`config.mk`:
```
export PLATFORM = sky130hd
export DESIGN_NAME = perm_bank
export DESIGN_NICKNAME = d
export VERILOG_FILES = /design/src/rtl/perm_pkg.sv /design/src/rtl/perm_ctrl.sv /design/src/rtl/perm_lane.sv /design/src/rtl/perm_bank.sv
export SDC_FILE = /design/constraint.sdc
export NUM_CORES = 1
export LEC_CHECK = 0
export BUFFER_PORTS_ARGS = -buffer_cell sky130_fd_sc_hd__buf_2
export CELL_PAD_IN_SITES_DETAIL_PLACEMENT = 1
export CELL_PAD_IN_SITES_GLOBAL_PLACEMENT = 2
export CORE_MARGIN = 10
export CORE_UTILIZATION = 48
export DETAILED_ROUTE_END_ITERATION = 7
export MAX_ROUTING_LAYER = met4
export PLACE_DENSITY = 0.84
export REMOVE_ABC_BUFFERS = 1
export SLEW_MARGIN = 40
export SYNTH_ARGS = -nofsm -noshare
export SYNTH_HDL_FRONTEND = slang
export SYNTH_SLANG_ARGS = --single-unit
```
`constraint.sdc`:
```
create_clock -name clk -period 2.6 [get_ports clk]
set_input_delay 0.65 -clock clk [delete_from_list [all_inputs] [get_ports clk]]
set_output_delay 0.65 -clock clk [all_outputs]
set_load 0.05 [all_outputs]
```
`src/rtl/perm_pkg.sv`:
```
package perm_pkg;
  // Address a lane's metric lands on within its own memory.
  function automatic int unsigned perm_addr(input int unsigned lane,
                                            input int unsigned beat,
                                            input int unsigned mul,
                                            input int unsigned off,
                                            input int unsigned depth);
    return (beat * mul + lane * off) % depth;
  endfunction
endpackage

```
`src/rtl/perm_ctrl.sv`:
```
module perm_ctrl #(
  parameter int DEPTH = 8,
  localparam int AW = $clog2(DEPTH)
) (
  input  logic          clk,
  input  logic          rst,
  input  logic          wr_valid_i,
  input  logic          tbl_sel_i,
  input  logic          rd_start_i,
  output logic          wr_en_o,
  output logic [AW-1:0] wr_beat_o,
  output logic          sel_o,
  output logic          rd_en_o,
  output logic [AW-1:0] rd_addr_o,
  output logic          rd_valid_o
);
  localparam logic [AW-1:0] LAST = AW'(DEPTH - 1);

  logic [AW-1:0] wr_cnt, rd_cnt;
  logic          full, pending, rd_active, sel_q, go, rd_valid_q;

  assign wr_en_o   = wr_valid_i && !full;
  assign wr_beat_o = wr_cnt;
  assign sel_o     = (wr_cnt == '0) ? tbl_sel_i : sel_q;
  assign rd_en_o   = rd_active;
  assign rd_addr_o = rd_cnt;
  assign rd_valid_o = rd_valid_q;
  assign go = (pending || rd_start_i) && full && !rd_active;

  always_ff @(posedge clk) begin
    if (rst) begin
      wr_cnt     <= '0;
      rd_cnt     <= '0;
      full       <= 1'b0;
      pending    <= 1'b0;
      rd_active  <= 1'b0;
      sel_q      <= 1'b0;
      rd_valid_q <= 1'b0;
    end else begin
      rd_valid_q <= rd_active;
      if (wr_en_o) begin
        wr_cnt <= wr_cnt + 1'b1;
        if (wr_cnt == '0) sel_q <= tbl_sel_i;
        if (wr_cnt == LAST) full <= 1'b1;
      end
      if (go) pending <= 1'b0;
      else if (rd_start_i && !rd_active) pending <= 1'b1;
      if (go) rd_active <= 1'b1;
      else if (rd_active && rd_cnt == LAST) begin
        rd_active <= 1'b0;
        full      <= 1'b0;
      end
      if (rd_active) rd_cnt <= rd_cnt + 1'b1;
    end
  end


  valid_after_read_chk: assert property (@(posedge clk) disable iff (rst)
    rd_valid_q |-> $past(rd_active));

  read_needs_full_chk: assert property (@(posedge clk) disable iff (rst)
    rd_active |-> full);

  no_overflow_chk: assert property (@(posedge clk) disable iff (rst)
    full |-> wr_cnt == '0);

  no_queued_start_chk: assert property (@(posedge clk) disable iff (rst)
    rd_active |-> !pending);

  read_step_chk: assert property (@(posedge clk) disable iff (rst)
    (rd_active && rd_cnt != LAST) |=> (rd_active && rd_cnt == $past(rd_cnt) + 1'b1));

  sel_hold_chk: assert property (@(posedge clk) disable iff (rst)
    (wr_en_o && wr_cnt != '0) |=> $stable(sel_q));
endmodule

```
`src/rtl/perm_lane.sv`:
```
module perm_lane #(
  parameter int DW    = 8,
  parameter int DEPTH = 8,
  parameter int LANE  = 0,
  parameter int MUL_A = 3,
  parameter int OFF_A = 1,
  parameter int MUL_B = 5,
  parameter int OFF_B = 3,
  localparam int AW = $clog2(DEPTH)
) (
  input  logic          clk,
  input  logic          wr_en_i,
  input  logic [AW-1:0] wr_beat_i,
  input  logic          sel_i,
  input  logic [DW-1:0] wr_data_i,
  input  logic          rd_en_i,
  input  logic [AW-1:0] rd_addr_i,
  output logic [DW-1:0] rd_data_o
);
  logic [AW-1:0] tbl_a [DEPTH];
  logic [AW-1:0] tbl_b [DEPTH];
  logic [DW-1:0] mem   [DEPTH];
  logic [AW-1:0] wa;

  for (genvar g = 0; g < DEPTH; g++) begin : g_tbl
    assign tbl_a[g] = AW'(perm_pkg::perm_addr(LANE, g, MUL_A, OFF_A, DEPTH));
    assign tbl_b[g] = AW'(perm_pkg::perm_addr(LANE, g, MUL_B, OFF_B, DEPTH));
  end

  assign wa = sel_i ? tbl_b[wr_beat_i] : tbl_a[wr_beat_i];

  always_ff @(posedge clk) begin
    if (wr_en_i) mem[wa] <= wr_data_i;
  end

  always_ff @(posedge clk) begin
    if (rd_en_i) rd_data_o <= mem[rd_addr_i];
  end
endmodule

```
`src/rtl/perm_bank.sv`:
```
module perm_bank #(
  parameter int LANES = 4,
  parameter int DEPTH = 8,
  parameter int DW    = 8,
  parameter int MUL_A = 3,
  parameter int OFF_A = 1,
  parameter int MUL_B = 5,
  parameter int OFF_B = 3
) (
  input  logic                clk,
  input  logic                rst,
  input  logic                wr_valid_i,
  input  logic [LANES*DW-1:0] wr_data_i,
  input  logic                tbl_sel_i,
  input  logic                rd_start_i,
  output logic                rd_valid_o,
  output logic [LANES*DW-1:0] rd_data_o
);
  localparam int AW = $clog2(DEPTH);

  logic          wr_en, sel, rd_en;
  logic [AW-1:0] wr_beat, rd_addr;

  perm_ctrl #(.DEPTH(DEPTH)) u_ctrl (
    .clk, .rst, .wr_valid_i, .tbl_sel_i, .rd_start_i,
    .wr_en_o(wr_en), .wr_beat_o(wr_beat), .sel_o(sel),
    .rd_en_o(rd_en), .rd_addr_o(rd_addr), .rd_valid_o
  );

  for (genvar i = 0; i < LANES; i++) begin : g_lane
    perm_lane #(
      .DW(DW), .DEPTH(DEPTH), .LANE(i),
      .MUL_A(MUL_A), .OFF_A(OFF_A), .MUL_B(MUL_B), .OFF_B(OFF_B)
    ) u_lane (
      .clk,
      .wr_en_i(wr_en), .wr_beat_i(wr_beat), .sel_i(sel),
      .wr_data_i(wr_data_i[i*DW +: DW]),
      .rd_en_i(rd_en), .rd_addr_i(rd_addr),
      .rd_data_o(rd_data_o[i*DW +: DW])
    );
  end
endmodule

```
==> After elaboration in Yosys (flattened, before gate mapping) <==
Memories as Yosys holds them, arrays and structs flattened. A register that Yosys moved wholly into a read port is not among the register bits.
Index checks and enable logic that the tools add are counted.
{ "classes": {"n_eq_ne": 2, "n_mux": 29, "bitwise": 1, "reduce_logical": 11, "magnitude_cmp": 1, "n_addsub": 2} }
{ "op_table": {"columns": ["operator", "count"], "rows": [
  ["two-way mux 3 bit", 20],
  ["two-way mux 1 bit", 9],
  ["adder 3 x 1 -> 3 bit (second input constant)", 2],
  ["== test 3 bit (second input constant)", 2],
  ["logical AND 1 bit", 5],
  ["greater-or-equal comparator 4 bit (second input constant)", 1],
  ["inverter 3 -> 4 bit", 1],
  ["logical NOT 3 bit", 1],
  ["logical NOT 1 bit", 2],
  ["nonzero test 2 bit", 1],
  ["OR reduction 2 bit", 1],
  ["logical OR 1 bit", 1]
]} }
{ "word_totals": {"elab_cells": 65, "mem_count": 12, "rom_bits": 192, "mem_bits_rw": 256, "out_inout_bits": 33, "register_bits": 11} }
{ "memory_table": {"columns": ["name", "depth", "word_bits", "rd", "rd_ports_with_merged_regs", "write_ports", "line_no", "rtl"], "rows": [
  ["g_lane[0].u_lane.mem", 8, 8, 1, 1, 1, "perm_lane.sv:22", "logic [DW-1:0] mem [DEPTH];"],
  ["g_lane[1].u_lane.mem", 8, 8, 1, 1, 1, "perm_lane.sv:22", null],
  ["g_lane[2].u_lane.mem", 8, 8, 1, 1, 1, "perm_lane.sv:22", null],
  ["g_lane[3].u_lane.mem", 8, 8, 1, 1, 1, "perm_lane.sv:22", null],
  ["(name not given)", 8, 3, 1, 0, 0, "perm_lane.sv:30", "assign wa = sel_i ? tbl_b[wr_beat_i] : tbl_a[wr_beat_i];"],
  ["(name not given)", 8, 3, 1, 0, 0, "perm_lane.sv:30", null],
  ["6 more memories", null, null, null, null, null, null, null]
]} }

==> Depth between registers and ports, before layout <==
{ "depth": {"depth_word": 5, "depth_mapped": 7, "mapped_depth_nobuf": 6} }

==> By module <==
From an unflattened synthesis, not the netlist that was laid out.
{ "unflattened": {"cells_unflattened": 564, "area_unflattened_um2": 12015.3} }
{ "modules_own_cells": {"columns": ["mod", "seq_area_each_um2", "area_per_inst_um2", "cells_each", "n_inst"], "rows": [
  ["perm_lane at g_lane[0].u_lane ...", 2162.1, 2881.5, 130, 2],
  ["perm_lane at g_lane[3].u_lane", 2162.1, 2917.8, 131, 1],
  ["perm_lane at g_lane[1].u_lane", 2162.1, 2841.5, 122, 1],
  ["perm_ctrl", 220.2, 493.0, 51, 1]
]} }

==> Least setup slack after synthesis <==
OpenSTA, ideal clock, no wires.
{ "synth_path": {"kind": "reg-to-reg", "start": "register u_ctrl.wr_cnt[1] (netlist: u_ctrl.wr_beat_o[1])", "end": "memory g_lane[0].u_lane.mem[4][0], enable pin", "n_path_buf": 1, "setup_slack_ns": 0.291, "stages_incl_launch_ff": 8, "arrival_ns": 1.939, "setup_ns": 0.370, "period_less_slack_ns": 2.309, "path_cell_list": "dfxtp_1 -> inv_1 -> ha_1 -> nor2b_2 -> mux2i_4 -> buf_6 -> mux2i_1 -> nor2_1"} }
{ "synth_between": {"elab_chain_len": 5, "word_cells_on_any_way": 10, "classes_between": "mux: 6; bitwise: 1; reduce/logical: 1; memory: 2"} }
{ "synth_rtl": {"columns": ["item", "line_no", "rtl"], "rows": [
  ["from (decl)", "perm_ctrl.sv:19", "logic [AW-1:0] wr_cnt, rd_cnt;"],
  ["from (signal assigned)", "perm_ctrl.sv:42", "wr_cnt <= wr_cnt + 1'b1;"],
  ["inverter 3 -> 4 bit (implied by the code)", "perm_lane.sv:30", null],
  ["memory read (8 x 3 bit)", null, null],
  ["two-way mux 3 bit (implied by the code) (2 in a row)", "perm_lane.sv:30", null],
  ["two-way mux 3 bit (*)", "perm_lane.sv:30", null],
  ["to (decl)", "perm_lane.sv:22", null]
]} }
Mark *: on every way between the ends. The rest lies on a longest branch, timed or not. The select of a mux whose other input is x is not followed.

==> Worst setup path in the final report <==
{ "layout_path": {"start": "register u_ctrl.wr_cnt[0] (netlist: u_ctrl.wr_beat_o[0])", "end": "memory g_lane[2].u_lane.mem[7][0], enable pin"} }
{ "layout_between": {"elab_chain_len": 5, "word_cells_on_any_way": 10, "classes_between": "mux: 6; bitwise: 1; reduce/logical: 1; memory: 2"} }
{ "layout_rtl": {"columns": ["item", "line_no"], "rows": [
  ["inverter 3 -> 4 bit (implied by the code)", "perm_lane.sv:30"],
  ["memory read (8 x 3 bit)", null],
  ["two-way mux 3 bit (implied by the code) (2 in a row)", "perm_lane.sv:30"],
  ["two-way mux 3 bit (*)", "perm_lane.sv:30"],
  ["to (decl)", "perm_lane.sv:22"]
]} }
Marks and branches as above.

==> results_dict.tcl <==
set metrics [dict create \
    status "complete, no violations" \
    required_ns 2.77 \
    drc 0 \
    start_util_pct 49.19 \
    min_period_ns 2.387 \
    yosysSeqAreaShare_pct 76.35 \
    hold_class "in -> reg" \
    cts_setup_buffers 0 \
    rsz0062_at_grt "no" \
    die_y_um 175.6 \
    syn_inst 539 \
    clkSinkCount 299 \
    root_buffer "clkbuf_16" \
    drv_cap 0 \
    routed_wl_um 24240 \
    ioPinCount 70 \
    critical_path.top_delay_family "simple AND/OR/NAND/NOR gates" \
    power.density_mw_per_mm2 776.2 \
    finalMaxSlewViolations 0 \
    min_period_over_period_pct 91.81 \
    final_net_count 702 \
    hold_ws_ns 0.3863 \
    ys_warn_count 0 \
    clockBufferDepth 3 \
    worst_ir_drop_vdd_uv 427.8 \
    power_frac_comb_pct 4.5 \
    port_buffers 69 \
    synth_commonest_cells "edfxtp_1, mux4_2, nor2_1, mux2_2, mux2i_1" \
    start_kind "flip-flop" \
    synth_area_leader_cell "edfxtp_1" \
    synth_area_leaders "edfxtp_1, mux4_2, mux2_2" \
    num_vias 5464 \
    max_slew_margin_pct 47.61 \
    first_pass_iters 4 \
    track_usage_pct 16.45 \
    grt_antenna_before_repair 0 \
    viasPerCell 5.480 \
    synthToLayoutAreaGrowth_pct 17.62 \
    power_frac_seq_pct 51.7 \
    clk_pin_slew_worst_paths_ns 0.06 \
    grt_pass1_wl_um 38300 \
    final_hold_viol_count 0 \
    ant_nets 0 \
    ys.flop_type "edfxtp_1" \
    dp_cells 941 \
    worstPathMaxFanout 8 \
    grt-ovfl-total 0 \
    netlist_area_mm2 0.01162 \
    grt_pass1_vias 6306 \
    synth-edff-count 288 \
    synth_cell_type_count 28 \
    core_region_area_mm2 0.02361 \
    finalSetupViolCount 0 \
    synth-seq-cells 299 \
    avgSynthCellArea_um2 21.55 \
    max_stage_delay_ns 0.62 \
    diodes 0 \
    drive_gt1_share_pct 39.82 \
    fmax_mhz 418.9 \
    clk_latency_ns 0.55 \
    stdcell_count 997 \
    htreeDepth 1 \
    finalInstanceArea_mm2 0.01366 \
    criticalPathCategory "reg -> reg" \
    dpl.hpwl_um 15820 \
    synth.most_common_cell "edfxtp_1" \
    grt_max_degree 35 \
    crit_slowest_cell "nor2_1" \
    p_int_w 0.008479 \
    path_buf_inv 1 \
    wl_per_cell_um 24.31 \
    postSynth.asyncResetShare_pct 0 \
    clock_skew_ns 0.01221 \
    path_cells "inv_1, ha_1, nor2b_2, mux2i_4, mux2i_1, nor2_1" \
    fill_cells 2074 \
    total_power_w 0.01061 \
    gp_congestion 0.8001 \
    cts_tree "built" \
    clockPowerShare_pct 43.8 \
    ctsHoldBuffers 0 \
    postPlaceCellArea_mm2 0.01255 \
    p_sw_w 0.002127 \
    arrival_ns 2.56 \
    worst_slew_pin_slew_ns 0.7829 \
    crit_path_end_kind "flip-flop" \
    yosysTopAreaCellShare_pct 74.45 \
    numCtsBuffers 30 \
    die_area_mm2 0.03082 \
    row_count 56 \
    drt_iter0_markers 379 \
    die_width_um 175.6 \
    power_leakage_nw 4.522 \
    swShare_pct 20.05 \
]
[what timing repair did]
action / in CTS / in global routing
endpoints found under the setup margin: 16 / 40
resized for setup: 1 / 5
pin swaps: 0 / 0
[state kept, by name (all words and copies together), names as in the netlist]
| name | flops |
|---|---|
| u_ctrl.rd_valid_o | 1 |
| u_ctrl.rd_en_o | 1 |
| u_ctrl.full | 1 |
| g_lane.u_lane.mem | 256 |
| u_ctrl.wr_beat_o | 3 |
| u_ctrl.rd_addr_o | 3 |
| u_ctrl.sel_q | 1 |
| u_ctrl.pending | 1 |
| g_lane.u_lane.rd_data_o | 32 |
[cells in the final DEF, fill, tap and decap left out, types with 2 or more instances in the layout]
| cell | instances |
|---|---|
| a211oi_1 | 5 |
| dfxtp_1 | 7 |
| and2_1 | 3 |
| bufinv_16 | 7 |
| mux2i_1 | 18 |
| clkbuf_16 | 31 |
| mux2_2 | 33 |
| buf_4 | 35 |
| dfxtp_2 | 3 |
| nor2b_1 | 4 |
| nand2b_1 | 3 |
| mux4_2 | 55 |
| nor2_2 | 18 |
| nor3_1 | 2 |
| inv_1 | 5 |
| nand2_1 | 4 |
| mux4_1 | 9 |
| nor2_1 | 30 |
| clkinv_1 | 3 |
| clkinv_2 | 9 |
| a21oi_1 | 9 |
| clkinvlp_4 | 3 |
| buf_12 | 3 |
| edfxtp_1 | 288 |
| buf_2 | 69 |
| clkbuf_1 | 3 |
| ha_1 | 11 |
[per-layer routing]
metal | global-route usage [%] | vias up | share of wire (%) | wire, um
met3 | 3.260 | 30 | 4.2 | 1029
met4 | 3.603 | 0 | 1.5 | 367
met1 | 21.19 | 2884 | 43 | 10500
met2 | 26.71 | 115 | 51 | 12340
li1 | - | 2435 | - | -
met5 | - | - | 0 | 0
[final cells by class]
cell class	count	area, um^2	share of cell area (%)
sequential	299	8876	64.96
multi-input combinational	211	2625	19.21
clock buffer	34	787.0	5.760
timing repair buffer	107	668.1	4.890
tap	319	399.1	2.921
clock inverter	22	289.0	2.115
inverter	5	18.77	0.1374
[worst register-to-register path: stages, from the launching register on]
cell and delay, ns:
dfxtp_1 0.33, inv_1 0.09, ha_1 0.16, nor2b_2 0.20, mux2i_4 0.42, mux2i_1 0.18, nor2_1 0.62
[stage by stage]
stage / util (%) / setup WS (ns) / TNS, ns
after global routing: 57.86 / 0.03685 / 0
final: 57.86 / 0.2130 / 0
after floorplan: - / -1.277 / -43.90
after CTS: 57.73 / -0.001968 / -0.007158
after global placement: 53.12 / 0.09068 / 0
after detailed placement: 53.16 / -0.0009313 / -0.003864
[final timing paths]
kind | start | end | slack [ns] | cells past startpoint
max | u_ctrl.wr_beat_o[0]$_SDFFE_PP0P_ | g_lane[2].u_lane.mem[7][0]$_DFFE_PP_ | 0.21 | 6
min | wr_data_i[1] | g_lane[0].u_lane.mem[6][1]$_DFFE_PP_ | 0.39 | 1
max reg2reg | u_ctrl.wr_beat_o[0]$_SDFFE_PP0P_ | g_lane[2].u_lane.mem[7][0]$_DFFE_PP_ | 0.21 | 6
min reg2reg | u_ctrl.full$_SDFF_PP0_ | u_ctrl.pending$_SDFFE_PP0P_ | 0.51 | 1
[power groups by stage]
stage / Sequential [W] / Combinational, W / Clock (W)
after detailed placement: 0.00559 / 0.000459 / 0
after global routing: 0.00550 / 0.000519 / 0.00495
final: 0.00549 / 0.000472 / 0.00465
after global placement: 0.00557 / 0.000430 / 0
after floorplan: 0.00557 / 0.000227 / 0
after CTS: 0.00549 / 0.000467 / 0.00473
[kinds of logic (layout without fill, tap and decap cells)]
| kind of cell | Yosys count | in the layout | synth area share [%] |
|---|---|---|---|
| DFF | 299 | 299 | 76.35 |
| buffers and inverters | 29 | 168 | 1.443 |
| adders and majority gates | 11 | 11 | 1.185 |
| xor gates and xnor gates | 2 | 2 | 0.1508 |
| AOI/OAI and AO/OA | 16 | 16 | 0.7970 |
| muxes | 116 | 116 | 17.64 |
| and+or+nand+nor | 66 | 66 | 2.434 |
Power figures use the tool's default switching activity.
